<file path="config.mk">
export PLATFORM = sky130hd
export DESIGN_NAME = adc_scan_seq
export DESIGN_NICKNAME = d
export VERILOG_FILES = /design/src/rtl/adcscan_pkg.sv /design/src/rtl/scan_tad_div.sv /design/src/rtl/scan_rate_timer.sv /design/src/rtl/scan_result_buf.sv /design/src/rtl/adc_scan_seq.sv
export SDC_FILE = /design/constraint.sdc
export NUM_CORES = 1
export LEC_CHECK = 0
export BUFFER_PORTS_ARGS = -buffer_cell sky130_fd_sc_hd__buf_2
export CAP_MARGIN = 20
export CORE_MARGIN = 10
export CORE_UTILIZATION = 33
export DETAILED_ROUTE_END_ITERATION = 10
export HOLD_SLACK_MARGIN = 0.05
export SYNTH_ARGS = -nofsm -noshare
export SYNTH_HDL_FRONTEND = slang
export SYNTH_HIERARCHICAL = 1
export SYNTH_SLANG_ARGS = --single-unit
</file>
<file path="constraint.sdc">
create_clock -name clk -period 2.9 [get_ports clk]
set_input_delay 0.29 -clock clk [delete_from_list [all_inputs] [get_ports clk]]
set_output_delay 0.29 -clock clk [all_outputs]
set_load 0.1 [all_outputs]
</file>
<file path="src/rtl/adcscan_pkg.sv">
package adcscan_pkg;
    typedef enum logic [2:0] {
        SQ_IDLE,
        SQ_ARMED,
        SQ_ACQ,
        SQ_START,
        SQ_CONV
    } sq_state_t;
endpackage

</file>
<file path="src/rtl/scan_tad_div.sv">
module scan_tad_div #(
    parameter int DIV = 4
) (
    input  logic clk,
    input  logic rst_n,
    input  logic clr,
    output logic tick
);
    localparam int CW = (DIV > 1) ? $clog2(DIV) : 1;
    localparam logic [CW-1:0] LAST = CW'(DIV - 1);

    logic [CW-1:0] cnt;

    assign tick = (cnt == LAST);

    always_ff @(posedge clk) begin
        if (!rst_n || clr) cnt <= '0;
        else if (tick)     cnt <= '0;
        else               cnt <= cnt + 1'b1;
    end
endmodule

</file>
<file path="src/rtl/scan_rate_timer.sv">
module scan_rate_timer #(
    parameter int RW = 12
) (
    input  logic          clk,
    input  logic          rst_n,
    input  logic          run,
    input  logic [RW-1:0] period,
    output logic          fire
);
    logic [RW-1:0] cnt;

    assign fire = run && (cnt == period);

    always_ff @(posedge clk) begin
        if (!rst_n || !run) cnt <= '0;
        else if (fire)      cnt <= '0;
        else                cnt <= cnt + 1'b1;
    end
endmodule

</file>
<file path="src/rtl/scan_result_buf.sv">
module scan_result_buf #(
    parameter int NSLOT = 4,
    parameter int DW    = 10
) (
    input  logic                     clk,
    input  logic                     rst_n,
    input  logic                     wr_en,
    input  logic [$clog2(NSLOT)-1:0] wr_slot,
    input  logic [DW-1:0]            wr_data,
    input  logic                     rd_en,
    input  logic [$clog2(NSLOT)-1:0] rd_slot,
    output logic [DW-1:0]            rd_data,
    output logic [NSLOT-1:0]         unread,
    output logic                     overrun
);
    logic [DW-1:0] mem [NSLOT];

    assign rd_data = mem[rd_slot];

    generate
        for (genvar s = 0; s < NSLOT; s++) begin : g_slot
            always_ff @(posedge clk) begin
                if (!rst_n) begin
                    mem[s]    <= '0;
                    unread[s] <= 1'b0;
                end else if (wr_en && (int'(wr_slot) == s)) begin
                    mem[s]    <= wr_data;
                    unread[s] <= 1'b1;
                end else if (rd_en && (int'(rd_slot) == s)) begin
                    unread[s] <= 1'b0;
                end
            end
        end
    endgenerate

    always_ff @(posedge clk) begin
        if (!rst_n)                        overrun <= 1'b0;
        else if (wr_en && unread[wr_slot]) overrun <= 1'b1;
        else if (rd_en)                    overrun <= 1'b0;
    end
endmodule

</file>
<file path="src/rtl/adc_scan_seq.sv">
module adc_scan_seq
    import adcscan_pkg::*;
#(
    parameter int NCH     = 4,
    parameter int DW      = 10,
    parameter int ACQW    = 4,
    parameter int RW      = 12,
    parameter int TAD_DIV = 4
) (
    input  logic                   clk,
    input  logic                   rst_n,
    input  logic [NCH-1:0]         chan_en,
    input  logic [ACQW-1:0]        acq_tad,
    input  logic                   trig_sel,
    input  logic                   ext_trig,
    input  logic [RW-1:0]          rate_period,
    output logic                   conv_start,
    output logic [$clog2(NCH)-1:0] conv_chan,
    input  logic                   conv_done,
    input  logic [DW-1:0]          conv_data,
    input  logic                   rd_en,
    input  logic [$clog2(NCH)-1:0] rd_slot,
    output logic [DW-1:0]          rd_data,
    output logic [NCH-1:0]         slot_unread,
    output logic                   busy,
    output logic                   overrun,
    output logic                   missed,
    output logic                   scan_irq
);
    localparam int CHW = $clog2(NCH);

    sq_state_t       state, state_nx;
    logic [NCH-1:0]  mask_q;
    logic [CHW-1:0]  cur_ch, slot, first_ch, nxt_ch;
    logic            has_next;
    logic [ACQW-1:0] acq_cnt;
    logic            tad_tick, rate_fire, trig, wr_en, acq_over;

    scan_tad_div #(.DIV(TAD_DIV)) u_tad (
        .clk(clk), .rst_n(rst_n), .clr(state != SQ_ACQ), .tick(tad_tick)
    );

    scan_rate_timer #(.RW(RW)) u_rate (
        .clk(clk), .rst_n(rst_n), .run(trig_sel && (state != SQ_IDLE)),
        .period(rate_period), .fire(rate_fire)
    );

    scan_result_buf #(.NSLOT(NCH), .DW(DW)) u_buf (
        .clk(clk), .rst_n(rst_n), .wr_en(wr_en), .wr_slot(slot),
        .wr_data(conv_data), .rd_en(rd_en), .rd_slot(rd_slot),
        .rd_data(rd_data), .unread(slot_unread), .overrun(overrun)
    );

    assign trig     = trig_sel ? rate_fire : ext_trig;
    assign acq_over = (acq_cnt == acq_tad);

    // lowest enabled channel of the live mask, next higher of the latched mask
    always_comb begin
        first_ch = '0;
        nxt_ch   = '0;
        has_next = 1'b0;
        for (int i = NCH - 1; i >= 0; i--) begin
            if (chan_en[i]) first_ch = CHW'(i);
            if (mask_q[i] && (i > int'(cur_ch))) begin
                nxt_ch   = CHW'(i);
                has_next = 1'b1;
            end
        end
    end

    // state register
    always_ff @(posedge clk) begin
        if (!rst_n) state <= SQ_IDLE;
        else        state <= state_nx;
    end

    // transitions
    always_comb begin
        state_nx = state;
        unique case (state)
            SQ_IDLE:  if (chan_en != '0) state_nx = SQ_ARMED;
            SQ_ARMED: begin
                if (chan_en == '0) state_nx = SQ_IDLE;
                else if (trig)     state_nx = SQ_ACQ;
            end
            SQ_ACQ:   if (acq_over) state_nx = SQ_START;
            SQ_START: state_nx = SQ_CONV;
            SQ_CONV:  if (conv_done) state_nx = has_next ? SQ_ACQ : SQ_ARMED;
            default:  state_nx = SQ_IDLE;
        endcase
    end

    // outputs decoded from the state
    always_comb begin
        conv_start = (state == SQ_START);
        busy       = (state == SQ_ACQ) || (state == SQ_START) || (state == SQ_CONV);
        wr_en      = (state == SQ_CONV) && conv_done;
        conv_chan  = cur_ch;
    end

    // scan datapath
    always_ff @(posedge clk) begin
        if (!rst_n) begin
            mask_q   <= '0;
            cur_ch   <= '0;
            slot     <= '0;
            acq_cnt  <= '0;
            scan_irq <= 1'b0;
            missed   <= 1'b0;
        end else begin
            scan_irq <= wr_en && !has_next;
            if (busy && trig)  missed <= 1'b1;
            else if (rd_en)    missed <= 1'b0;
            if (state == SQ_ARMED && chan_en != '0 && trig) begin
                mask_q  <= chan_en;
                cur_ch  <= first_ch;
                slot    <= '0;
                acq_cnt <= '0;
            end else if (state == SQ_ACQ && tad_tick && !acq_over) begin
                acq_cnt <= acq_cnt + 1'b1;
            end else if (wr_en && has_next) begin
                cur_ch  <= nxt_ch;
                slot    <= slot + 1'b1;
                acq_cnt <= '0;
            end
        end
    end
endmodule

</file>
==> results by group <==
Timing
  – RSZ-0062 raised after global routing: false
  – Period Utilization, post-route: 0.8240
  – Setup_tns: 0 ns
  – Slew HR: 0.4961
  – Final Slew Violations: 0
  – Worst-Margin Slew: 0.7517 ns
  – Fmax: 418.5 MHz
  – Skew final: 0.008075 ns
  – Final Hold Viols: 0
  – Post-layout min period: 2.390 ns
  – Final setup vio count: 0

Logic synthesis
  – Top cells by area, synth: edfxtp_1 (32%), dfxtp_1 (19%), and2_1 (7.4%)
  – Syn. warnings: 6
  – Cell variety after synth: 60
  – FF+latch count, synth: 75
  – Seq/Total Area, Yosys: 0.5085
  – Number of enable flip-flop cells after synthesis: 40
  – Syn_nets: 359
  – Leading area contributor after synthesis: edfxtp_1
  – Async SR Flop Fraction: 0
  – Avg Synthesized Cell Area: 11.76 sq um
  – Top-area cell type share of the netlist area: 0.3212
  – Syn Inst Count: 318
  – Mapped Area: 3740 sq um
  – Synth Flop Type: edfxtp_1

Global routing
  – First-pass GRT wire length: 13.83 mm
  – Vias in the first global route: 2630
  – Antenna violations before repair: 0
  – Total Routing Usage GR: 0.1057
  – Largest net degree at the start of global routing: 27
  – GR Overflow Total: 0

Clock tree
  – Clock slew at reported path FFs: 0.07 ns
  – CTS tree: done
  – Total CTS buffers: 9
  – CTS sink count: 75
  – Clock Path Buffers: 2
  – H-tree depth: 3
  – Setup bufs post-CTS: 0
  – Post-cts resize count: 0
  – Root buffer cell: clkbuf_16
  – Clock latency at the later pin of the worst-skew pair: 0.33 ns
  – # hold bufs at CTS: 0

Place
  – Placer's final routability congestion estimate: 0.8265
  – IO buf count: 58
  – Placed Area: 4168 sq um
  – Post-DP HPWL: 6.045 mm

Pwr
  – Switching Share: 0.3045
  – Clock Power Share: 0.406
  – VDD IR max: 0.3726 mV
  – Sw power: 916.1 uW
  – Internal Pwr Total: 2092 uW
  – Sequential fraction of design power: 0.409
  – Leakage Power: 0.001756 uW
  – Pwr Density: 669.5 nW/um^2
  – Combinational power share: 0.185

Floorplanning
  – Initial core utilization: 0.3405
  – # IOs: 59
  – Die Span Y: 126.5 um
  – Core area: 10980 sq um
  – Die X: 126.5 um
  – FP Rows: 38
  – Full die area: 15990 sq um

Route
  – Routed vias: 2592
  – WL per Instance: 16.18 um
  – Final wirelength: 8.494 mm
  – 1st-pass router iterations: 4
  – Vias per cell: 4.937
  – DRT iter0 DRCs: 114
  – DR DRC count: 0
  – Post-DRT Antenna Nets: 0

Job
  – Max cap viols: 0

Worst hold path
  – Hold Crit Class: input pin to register

Final layout
  – Area Growth Syn to Fin: 20.14%
  – Layout Nets: 421
  – Most frequent cells in the layout: buf_2 (58), and2_1 (44), edfxtp_1 (40)
  – Diode count: 0
  – Layout cells sized above 1: 0.2831
  – Core Util, Final: 0.4091
  – Fill cells: 1094
  – Post-route cell area: 4493 sq um
  – Commonest non-fill, non-tap cell in the layout: buf_2

Setup path
  – Crit end category: register
  – Critical path cell sequence: inv_1, a21boi_0, nand2_1, nor4_4, mux2i_1, nand4b_4, or4_1, a21boi_1
  – Critical path class: register to register
  – Cell family with most CP delay: simple AND/OR/NAND/NOR gates
  – Max incr delay on CP: 0.55 ns
  – Worst EP required: 3.16 ns
  – WP buf/inv: 1
  – Critical Path Start Type: register
  – Slowest CP cell: dfxtp_1
  – Crit path max fanout: 10
  – Arrival time of the worst setup path: 2.65 ns

Status
  – Status: complete, no violations
[cells by family after synthesis]
logic type               share of synthesized area
AND/OR/NAND/NOR                             0.2248
flip-flops                                  0.5085
AO/OA/AOI/OAI                              0.07294
XOR/XNOR                                   0.07026
buffers and inverters                      0.03413
multiplexers                               0.07929
adder cells (fa/ha/maj)                    0.01004
[stage by stage]
stage               setup slack, ns  hold WS, ns  cells  total power, uW
global route                 0.1833       0.2692    525             3141
CTS                          0.5019       0.2552    525             3047
detailed placement           0.5178       0.4429    509             1817
global placement             0.6248       0.4295    509             1806
floorplan                    0.6638       0.4212    318             1690
finish                       0.5104       0.2655    525             3008
[cell usage after synthesis, drive strengths merged (12+ instances only)]
master,n
xor2,15
buf,12
edfxtp,40
nand3,13
nand2,13
dfxtp,35
o21ai,12
xnor2,15
and2,44
nor3,17
nor2,16
[sequential cells by signal, summed over array words and instances, names as in the netlist]
signal	count
u_buf/mem	40
u_rate/cnt	12
acq_cnt	4
u_buf/unread	4
mask_q	3
state	3
conv_chan	2
slot	2
u_tad/cnt	2
missed	1
scan_irq	1
u_buf/overrun	1
[power by group through the flow]
stage | Clock [uW] | Combinational, uW | Sequential [uW]
2_1_floorplan | 0 | 448 | 1240
3_3_place_gp | 0 | 556 | 1250
3_5_place_dp | 0 | 561 | 1260
4_1_cts | 1250 | 563 | 1230
5_1_grt | 1300 | 601 | 1240
6_report | 1220 | 556 | 1230
[cell type report]
type | instances | area (sq um) | share of cell area
clock buffers | 9 | 225.2 | 0.05013
multi-input cells | 219 | 1710 | 0.3807
well taps | 140 | 175.2 | 0.03899
flip-flops and latches | 75 | 1902 | 0.4233
repair buffers | 65 | 342.8 | 0.07630
clock inverters | 7 | 100.1 | 0.02228
inverters | 10 | 37.54 | 0.008354
[per-layer routing]
layer,global-route usage,routed length (um)
met5,0,0
met4,0.04421,126
met3,0.02499,377
met2,0.1713,4093
met1,0.1317,3896
[worst paths after layout]
path / start / end / slack (ns) / cells past startpoint
setup / recovery: state[0]$_SDFFE_PN0P_ / conv_chan[1]$_SDFFE_PN0P_ / 0.51 / 8
hold reg to reg: u_tad/cnt[0]$_SDFF_PP0_ / u_tad/cnt[0]$_SDFF_PP0_ / 0.44 / 1
setup reg to reg: state[0]$_SDFFE_PN0P_ / conv_chan[1]$_SDFFE_PN0P_ / 0.51 / 8
hold / removal: conv_data[9] / u_buf/mem[3][9]$_SDFFCE_PN0P_ / 0.27 / 2
[worst register-to-register path: stages, from the launching register on]
cell,delay (ns)
dfxtp_1,0.55
inv_1,0.13
a21boi_0,0.24
nand2_1,0.13
nor4_4,0.16
mux2i_1,0.21
nand4b_4,0.32
or4_1,0.45
a21boi_1,0.14
(Power assumes the default switching activity.)
